--- src/rtl/irq_route_pkg.sv ---
package irq_route_pkg;

  // What a strobed event does to the CPU interrupt output
  typedef enum logic [1:0] {
    TRIG_IGNORE = 2'd0,
    TRIG_PULSE  = 2'd1,
    TRIG_LEVEL  = 2'd2
  } trig_action_e;

endpackage

--- src/rtl/irq_slot_map.sv ---
module irq_slot_map #(
  parameter int SLOT_W      = 5,
  parameter int NUM_W       = 7,
  parameter int IRQ_BASE    = 32,
  parameter int SHARED_SLOT = 5,
  parameter int GFX_SLOT    = 6,
  parameter int NIC_SLOT    = 7,
  parameter int EXP_FIRST   = 8,
  parameter int EXP_COUNT   = 5,
  parameter int FIXED_LINES = 6
) (
  input  logic [SLOT_W-1:0] slot,
  input  logic [1:0]        pin,
  output logic [NUM_W-1:0]  num
);

  localparam int EXP_LAST = EXP_FIRST + EXP_COUNT - 1;

  // Slot plan arithmetic in integer form
  function automatic logic [NUM_W-1:0] route_calc(input logic [SLOT_W-1:0] s_in,
                                                  input logic [1:0] p_in);
    int s;
    int p;
    int r;
    s = int'(s_in);
    p = int'(p_in);
    if (s == SHARED_SLOT)
      r = IRQ_BASE + (p % 4);
    else if (s == GFX_SLOT)
      r = IRQ_BASE + FIXED_LINES - 2;
    else if (s == NIC_SLOT)
      r = IRQ_BASE + FIXED_LINES - 1;
    else if (s >= EXP_FIRST && s <= EXP_LAST)
      r = IRQ_BASE + FIXED_LINES + (s - EXP_FIRST) + p;
    else
      r = p;
    return NUM_W'(r);
  endfunction

  assign num = route_calc(slot, pin);

endmodule

--- src/rtl/irq_trigger.sv ---
module irq_trigger
  import irq_route_pkg::*;
#(
  parameter int NUM_W    = 7,
  parameter int IRQ_BASE = 32,
  parameter int CFG_W    = 32
) (
  input  logic             clk,
  input  logic             rst_n,
  input  logic             load,
  input  logic [NUM_W-1:0] num,
  input  logic [CFG_W-1:0] edge_cfg,
  input  logic [CFG_W-1:0] pol_cfg,
  output logic             irq_out
);

  localparam int IDX_W = (CFG_W > 1) ? $clog2(CFG_W) : 1;
  localparam logic [NUM_W:0] LOW_N  = (NUM_W+1)'(IRQ_BASE);
  localparam logic [NUM_W:0] HIGH_N = (NUM_W+1)'(IRQ_BASE + CFG_W);

  // Named internal events, used by the assertions below
  logic             in_window;
  logic [IDX_W-1:0] cfg_idx;
  logic             level_val;
  trig_action_e     action;
  logic             fire_pulse;
  logic             fire_level;
  logic             pulse_q;

  function automatic logic [IDX_W-1:0] index_of(input logic [NUM_W-1:0] n);
    logic [NUM_W:0] d;
    d = {1'b0, n} - LOW_N;
    return d[IDX_W-1:0];
  endfunction

  always_comb begin
    in_window = ({1'b0, num} >= LOW_N) && ({1'b0, num} < HIGH_N);
    cfg_idx   = index_of(num);
    level_val = pol_cfg[cfg_idx];
    if (!in_window)
      action = TRIG_IGNORE;
    else if (edge_cfg[cfg_idx])
      action = TRIG_PULSE;
    else
      action = TRIG_LEVEL;
  end

  assign fire_pulse = load && (action == TRIG_PULSE);
  assign fire_level = load && (action == TRIG_LEVEL);

  always_ff @(posedge clk) begin
    if (!rst_n) begin
      irq_out <= 1'b0;
      pulse_q <= 1'b0;
    end else if (fire_pulse) begin
      irq_out <= 1'b1;
      pulse_q <= 1'b1;
    end else if (fire_level) begin
      irq_out <= level_val;
      pulse_q <= 1'b0;
    end else if (pulse_q) begin
      irq_out <= 1'b0;
      pulse_q <= 1'b0;
    end
  end

  // A pulsing event raises the output in the next cycle
  assert_pulse_rise_R6: assert property (@(posedge clk) disable iff (!rst_n)
    fire_pulse |=> irq_out);

  // A pulse with nothing following it drops after one cycle
  assert_pulse_drop_R8: assert property (@(posedge clk) disable iff (!rst_n)
    (pulse_q && !fire_pulse && !fire_level) |=> !irq_out);

  // A level event copies the sampled polarity bit
  assert_level_follow_R7: assert property (@(posedge clk) disable iff (!rst_n)
    fire_level |=> (irq_out == $past(level_val)));

  // No event and no pulse in flight: output holds
  assert_quiet_hold_R10: assert property (@(posedge clk) disable iff (!rst_n)
    (!fire_pulse && !fire_level && !pulse_q) |=> $stable(irq_out));

  // Pulse flag only ever set together with a high output
  assert_flag_high_R6: assert property (@(posedge clk) disable iff (!rst_n)
    pulse_q |-> irq_out);

endmodule

--- src/rtl/irq_route_top.sv ---
module irq_route_top #(
  parameter int SLOT_W   = 5,
  parameter int IRQ_BASE = 32,
  parameter int CFG_W    = 32,
  parameter int NUM_W    = $clog2(IRQ_BASE + CFG_W + 1)
) (
  input  logic              clk,
  input  logic              rst_n,
  input  logic              evt_valid,
  input  logic [SLOT_W-1:0] evt_slot,
  input  logic [1:0]        evt_pin,
  input  logic              evt_level,
  input  logic [CFG_W-1:0]  edge_cfg,
  input  logic [CFG_W-1:0]  pol_cfg,
  output logic [NUM_W-1:0]  route_num,
  output logic              cpu_irq
);

  logic [NUM_W-1:0] mapped_num;
  logic             unused_level;

  // The reported level is not part of the trigger decision
  assign unused_level = evt_level;

  irq_slot_map #(
    .SLOT_W   (SLOT_W),
    .NUM_W    (NUM_W),
    .IRQ_BASE (IRQ_BASE)
  ) u_map (
    .slot (evt_slot),
    .pin  (evt_pin),
    .num  (mapped_num)
  );

  irq_trigger #(
    .NUM_W    (NUM_W),
    .IRQ_BASE (IRQ_BASE),
    .CFG_W    (CFG_W)
  ) u_trig (
    .clk      (clk),
    .rst_n    (rst_n),
    .load     (evt_valid),
    .num      (mapped_num),
    .edge_cfg (edge_cfg),
    .pol_cfg  (pol_cfg),
    .irq_out  (cpu_irq)
  );

  always_ff @(posedge clk) begin
    if (!rst_n)
      route_num <= '0;
    else if (evt_valid)
      route_num <= mapped_num;
  end

  // Single-line slots ignore the pin
  assert_fixed_slot_R3: assert property (@(posedge clk) disable iff (!rst_n)
    (evt_valid && (int'(evt_slot) == 6)) |=> (int'(route_num) == IRQ_BASE + 4));

  // Routed number changes only on a strobe
  assert_route_hold_R2: assert property (@(posedge clk) disable iff (!rst_n)
    !evt_valid |=> $stable(route_num));

endmodule

--- config.mk ---
export PLATFORM = sky130hd
export DESIGN_NAME = irq_route_top
export DESIGN_NICKNAME = d
export VERILOG_FILES = /design/src/rtl/irq_route_pkg.sv /design/src/rtl/irq_slot_map.sv /design/src/rtl/irq_trigger.sv /design/src/rtl/irq_route_top.sv
export SDC_FILE = /design/constraint.sdc
export NUM_CORES = 1
export LEC_CHECK = 0
export BUFFER_PORTS_ARGS = -buffer_cell sky130_fd_sc_hd__buf_2
export CELL_PAD_IN_SITES_DETAIL_PLACEMENT = 0
export CELL_PAD_IN_SITES_GLOBAL_PLACEMENT = 1
export CORE_UTILIZATION = 32
export CTS_CLUSTER_DIAMETER = 40
export DETAILED_ROUTE_END_ITERATION = 7
export GPL_ROUTABILITY_DRIVEN = 0
export PLACE_DENSITY = 0.82
export SKIP_CTS_REPAIR_TIMING = 1
export SLEW_MARGIN = 40
export SYNTH_ARGS = -nofsm -noshare
export SYNTH_HDL_FRONTEND = slang
export SYNTH_HIERARCHICAL = 1
export SYNTH_SLANG_ARGS = --single-unit
export TNS_END_PERCENT = 5
--- constraint.sdc ---
create_clock -name clk -period 7.25 [get_ports clk]
set_input_delay 1.45 -clock clk [delete_from_list [all_inputs] [get_ports clk]]
set_output_delay 1.45 -clock clk [all_outputs]
set_load 0.02 [all_outputs]
==> results of run 1 <==
==> final cells by class <==
type,instances,area [um2]
well taps,48,60.1
repair buffers,84,435
fillers,382,2000
inverters,9,33.8
clock buffers,4,45.0
flip-flops and latches,9,180
multi-input cells,123,1040
==> flip-flops by register name, indices dropped and copies added (netlist names) <==
name,flops
route_num,7
u_trig/irq_out,1
u_trig/pulse_q,1
==> critical path, delay by kind of cell <==
family          cells  cell delay [ns]
fa+ha+maj           1             0.13
buf+inv             3             0.51
simple gates        3             0.64
compound gates      5             1.28
mux                 2             0.66
==> power by group through the flow <==
stage	sequential, mW	clock, mW	combinational [mW]
final	0.0541	0.0573	0.120
after global routing	0.0543	0.0638	0.133
after global placement	0.0550	0	0.117
after detailed placement	0.0551	0	0.121
after CTS	0.0542	0.0587	0.122
after floorplan	0.0582	0	0.0796
==> metrics by stage <==
| stage | area [um2] | total power [mW] | hold slack (ns) | utilization, % | std cells |
|---|---|---|---|---|---|
| 2_1_floorplan | 1310 | 0.138 | 0.505 | - | 148 |
| 3_3_place_gp | 1730 | 0.172 | 0.497 | 45.5 | 271 |
| 3_5_place_dp | 1750 | 0.176 | 0.504 | 46.1 | 273 |
| 4_1_cts | 1800 | 0.234 | 0.522 | 47.3 | 277 |
| 5_1_grt | 1800 | 0.251 | 0.535 | 47.3 | 277 |
| 6_report | 1800 | 0.231 | 0.514 | 47.3 | 277 |
==> worst paths after layout <==
check                 startpoint             end  slack [ns]  cells past startpoint
setup / recovery     evt_slot[2]  u_trig/irq_out        2.68                     14
hold / removal      route_num[5]    route_num[5]        0.51                      2
hold reg to reg     route_num[5]    route_num[5]        0.51                      2
setup reg to reg  u_trig/irq_out  u_trig/irq_out        6.49                      3
==> cells by family (layout without fill, tap and decap cells) <==
kind of cell | count (synthesis) | count (layout) | synth area share, %
DFF | 9 | 9 | 13.8
buffers and inverters | 16 | 97 | 7.46
adders and majority gates | 10 | 10 | 10.1
muxes | 37 | 37 | 33.0
xor gates and xnor gates | 3 | 3 | 2.01
and+or+nand+nor | 49 | 49 | 20.5
AOI/OAI and AO/OA | 24 | 24 | 13.1
==> placed cells by master, fill, tap and decap left out, drive strengths merged <==
| cell | n |
|---|---|
| xnor2 | 2 |
| nand2b | 3 |
| o311a | 1 |
| nand2 | 11 |
| ha | 9 |
| and3 | 1 |
| clkbuf | 4 |
| o211ai | 1 |
| a31oi | 1 |
| a221oi | 3 |
| o22ai | 2 |
| a22oi | 3 |
| nand4 | 3 |
| inv | 9 |
| buf | 84 |
| xor2 | 1 |
| nor2b | 10 |
| and2b | 1 |
| nand3 | 6 |
| mux2i | 33 |
| o21ai | 5 |
| a21o | 1 |
| a21oi | 4 |
| fa | 1 |
| dfxtp | 9 |
| nand3b | 1 |
| a311o | 1 |
| nor3b | 1 |
| nor2 | 9 |
| or2 | 1 |
| or3b | 1 |
| and2 | 1 |
| mux4 | 4 |
| a22o | 2 |
==> metal layers <==
layer / GRT usage (%) / routed length [um] / up-vias / part of all wire, %
li1: - / - / 705 / -
met3: 3.79 / 284 / 0 / 8.1
met2: 28.7 / 1690 / 51 / 48
met5: 0 / 0 / - / 0
met4: 2.45 / 0 / 0 / 0
met1: 20.4 / 1520 / 622 / 43
==> impl_metrics.ini, run 1 <==
[timing]
post-route-min-period_ns = 4.57
drv_slew = 0
setup_ws_ns = 2.68
rsz0062_at_grt = false
worst_pin_slew_ns = 0.461
skew_ns = 0.0000368
setup_tns_ns = 0
setup_viol = 0
clock.fmax_ghz = 0.219
slew_headroom_pct = 69.3
finalHoldViolCount = 0
post-route-period-util_pct = 63.1

[placement]
place_ws_ns = 2.42
detailed_place_hpwl_um = 2960
port-buffer-count = 81

[setup_path]
cpMostUsedCell = buf_6
crit_type = input port to register
critPathLaunchType = input port
cp-end-kind = register
critPathMaxStageDelay_ns = 0.45
crit_fanout = 12
cp.required_ns = 7.36
slowest_stage = mux2i_4
path_cells = buf_2 > ha_1 > or3b_1 > a311o_1 > a31oi_2 > mux2i_4 > buf_6 > buf_6 > mux2i_1 > a22oi_1 > nand3_1 > o22ai_1 > nand3b_1 > o311a_1
critPathArrivalTime_ns = 4.68

[final_layout]
syn_to_final_growth_pct = 37.4
nNetsFinal = 315
antenna_cells = 0
drive_gt1_share_pct = 40.6

[pwr]
ir_drop_v = 0.000116
power_frac_comb_pct = 51.9
swShare_pct = 34.6
p_sw_mw = 0.0802
pwr-share-clk_pct = 24.7
power_density_nw_per_um2 = 129
seq_power_share_pct = 23.4
internal_power_mw = 0.151
power_leakage_nw = 0.950

[route]
dr.pass1.iters = 4
via_per_inst = 4.97
drt-initial-drc-count = 66
drtAntennaViolNets = 0
drc_errors = 0
wl_per_cell_um = 12.6
wirelength_um = 3490
num_vias = 1378

[yosys]
yosysMostFrequentCell = mux2i_1
ys_top_cells_by_count = mux2i_1, nand2_1, nor2b_1
ys_warn_count = 6
ys_seq_elements = 9
synthFlopType = dfxtp_1
synth_area_per_cell_um2 = 8.83
synthTopCellsByArea = mux2i_1, dfxtp_1, ha_1
syn_nets = 233
netlist_area_um2 = 1310
synth_top_area_share_pct = 25.3
yosysUniqueCellTypes = 40
synth_edf_count = 0
ys_seq_area_share_pct = 13.8
yosysTopAreaCell = mux2i_1
synthArstFlopShare_pct = 0
syn_inst = 148

[cts]
htree_num_levels = 1
cts_sinks = 9
cts_buffer_depth = 2
root_buffer = clkbuf_8
cts_inserted_buffers = 3
clk_latency_ns = 0.23
cts_tree = yes
clk_pin_slew_ns = 0.04

[floorplanning]
dieArea_um2 = 4350
rows = 22
die-width_um = 65.9
chipHeight_um = 65.9
start_util_pct = 34.4
core_um2 = 3800
pin_count = 83

[hold_path]
min_path_type = register to register

[grt]
grt_pass1_wl_um = 5520
first_global_vias = 1225
grt_usage_pct = 16.3
grt_max_degree = 17
antenna_found_initial = 0
grt.overflow.total = 0

[run_status]
status = finished clean

[job]
maxCapViolCount = 0
Note: power is estimated with default switching activity, not from simulation.
==> run 2, diff against run 1 <==
--- a/config.mk
+++ b/config.mk
@@ -5,14 +5,15 @@
 export SDC_FILE = /design/constraint.sdc
 export NUM_CORES = 1
 export LEC_CHECK = 0
+export ABC_AREA = 1
 export BUFFER_PORTS_ARGS = -buffer_cell sky130_fd_sc_hd__buf_2
 export CELL_PAD_IN_SITES_DETAIL_PLACEMENT = 0
 export CELL_PAD_IN_SITES_GLOBAL_PLACEMENT = 1
-export CORE_UTILIZATION = 32
+export CORE_UTILIZATION = 28
 export CTS_CLUSTER_DIAMETER = 40
 export DETAILED_ROUTE_END_ITERATION = 7
 export GPL_ROUTABILITY_DRIVEN = 0
-export PLACE_DENSITY = 0.82
+export PLACE_DENSITY = 0.77
 export SKIP_CTS_REPAIR_TIMING = 1
 export SLEW_MARGIN = 40
 export SYNTH_ARGS = -nofsm -noshare
==> constraint.sdc (replaced) <==
create_clock -name clk -period 4.5 [get_ports clk]
set_input_delay 0.9 -clock clk [delete_from_list [all_inputs] [get_ports clk]]
set_output_delay 0.9 -clock clk [all_outputs]
set_load 0.02 [all_outputs]
==> impl_metrics.ini, run 2 <==
[timing]
clock.fmax_ghz = 0.328
setup_tns_ns = 0
rsz0062_at_grt = false
worst_pin_slew_ns = 0.438
setup_viol = 0
setup_ws_ns = 1.45
post-route-min-period_ns = 3.05
finalHoldViolCount = 0
slew_headroom_pct = 70.7
drv_slew = 0
post-route-period-util_pct = 67.8
skew_ns = 0.00139

[final_layout]
final_cell_mix = nand2_1, buf_2, nand3_1
drive_gt1_share_pct = 29.5
fill_cells = 574
syn_to_final_growth_pct = 30.2
top_regs = route_num (7), u_trig/irq_out (1), u_trig/pulse_q (1)
nNetsFinal = 422
layout.cells.most_common = nand2_1
top_register = route_num
antenna_cells = 0
largest_reg_flops = 7

[floorplanning]
chipHeight_um = 73.6
die-width_um = 73.6
pin_count = 83
core_um2 = 4820
dieArea_um2 = 5420
start_util_pct = 29.8
rows = 25

[grt]
grt_pass1_wl_um = 6620
grt_max_degree = 34
grt_usage_pct = 15.0
first_global_vias = 1592
antenna_found_initial = 0
grt.overflow.total = 0

[setup_path]
critPathMaxStageDelay_ns = 0.49
rrSetupSlack_ns = 3.79
crit_fanout = 10
cp-end-kind = register
path_buf_inv = 6
critPathLaunchType = input port
slowest_stage = fa_1
crit_type = input port to register
path_cells = buf_2 > inv_1 > ha_1 > inv_1 > ha_1 > fa_1 > inv_1 > o21ai_1 > buf_4 > inv_1 > nand3_1 > nand2_1 > nand2_1 > nand2_1 > nand2_1 > nand2_1 > nor2_1 > nor2_1
crit_family = adder cells
cpMostUsedCell = nand2_1
critPathArrivalTime_ns = 3.17
cp.required_ns = 4.62

[job]
maxCapViolCount = 0

[yosys]
syn_inst = 260
synthArstFlopShare_pct = 0
syn_nets = 345
synthFlopType = dfxtp_1
synth_edf_count = 0
ys_top_cells_by_count = nand2_1, nand3_1, nor2_1
synth_top_area_share_pct = 26.9
yosysUniqueCellTypes = 23
ys_seq_area_share_pct = 12.5
ys_seq_elements = 9
yosysTopAreaCell = nand2_1
synthTopCellsByArea = nand2_1, nand3_1, dfxtp_1
netlist_area_um2 = 1440
ys_warn_count = 6
yosysMostFrequentCell = nand2_1
synth_area_per_cell_um2 = 5.52

[route]
drc_errors = 0
wirelength_um = 4120
drt-initial-drc-count = 59
dr.pass1.iters = 4
drtAntennaViolNets = 0
via_per_inst = 4.41
wl_per_cell_um = 10.2
num_vias = 1777

[run_status]
status = finished clean

[cts]
cts_tree = yes
clk_pin_slew_ns = 0.05
htree_num_levels = 1
cts_sinks = 9
cts_buffer_depth = 2
root_buffer = clkbuf_8
cts_inserted_buffers = 3
clk_latency_ns = 0.23

[placement]
port-buffer-count = 81
place_ws_ns = 1.18
detailed_place_hpwl_um = 3180

[pwr]
power_leakage_nw = 1.08
ir_drop_v = 0.0000923
power_density_nw_per_um2 = 211

[hold_path]
min_path_type = register to register
-- run 2: cell count changes after synthesis, sizes merged, moves of 4 or more --
cell   before  now
nor2b      10    0
buf         6   12
nor2        9   28
nand3       6   63
mux4        4    0
mux2i      33    0
inv         9   24
nand2      11  106
-- run 2: power by group --
group          total (mW)  switching (mW)  internal, mW  leakage [nW]
clock network      0.0932          0.0315        0.0617        0.0228
logic               0.213           0.128        0.0845         0.987
registers          0.0883         0.00257        0.0857        0.0743
total               0.394           0.162         0.232          1.08
-- run 2: worst register-to-register path, stage by stage, from the launching register on --
cell and delay, ns:
dfxtp_1 0.30, inv_1 0.05, nor2_1 0.03, o21ai_0 0.16, nor2_1 0.06
-- run 2: cell type report --
class / instances / area, um2 / share of cell area (%)
multi-input cells: 215 / 1040 / 55.4
repair buffers: 84 / 428 / 22.9
flip-flops and latches: 9 / 180 / 9.63
inverters: 24 / 97.6 / 5.22
well taps: 67 / 83.8 / 4.48
clock buffers: 4 / 45.0 / 2.41
-- run 2: metal layers --
metal | share of wire, % | vias up | global-route usage [%] | wire, um
met5 | 0 | - | 0 | 0
met4 | 0 | 0 | 1.28 | 0
met3 | 6.5 | 0 | 1.51 | 268
met2 | 45 | 59 | 28.2 | 1850
met1 | 49 | 745 | 19.1 | 2010
li1 | - | 973 | - | -
-- run 2: worst paths after layout --
check | from | end | cells after the start
max | evt_slot[1] | u_trig/irq_out | 18
min | route_num[2] | route_num[2] | 2
max reg2reg | u_trig/irq_out | u_trig/irq_out | 4
min reg2reg | route_num[2] | route_num[2] | 2
-- run 2: cell families after synthesis --
logic type / count (synthesis) / share of synthesized area (%)
AND/OR/NAND/NOR: 199 / 60.5
flip-flops: 9 / 12.5
XOR/XNOR: 1 / 0.610
AO/OA/AOI/OAI: 5 / 1.74
adder cells (fa/ha/maj): 10 / 9.23
buffers and inverters: 36 / 15.3
-- run 2: stage by stage --
stage          cell area [um2]  instances  power (mW)  util (%)  hold WS [ns]
2_1_floorplan             1440        260       0.252         -         0.544
3_3_place_gp              1830        399       0.305      37.9         0.456
3_5_place_dp              1830        399       0.304      37.9         0.459
4_1_cts                   1870        403       0.400      38.8         0.465
5_1_grt                   1870        403       0.434      38.8         0.489
6_report                  1870        403       0.394      38.8         0.465
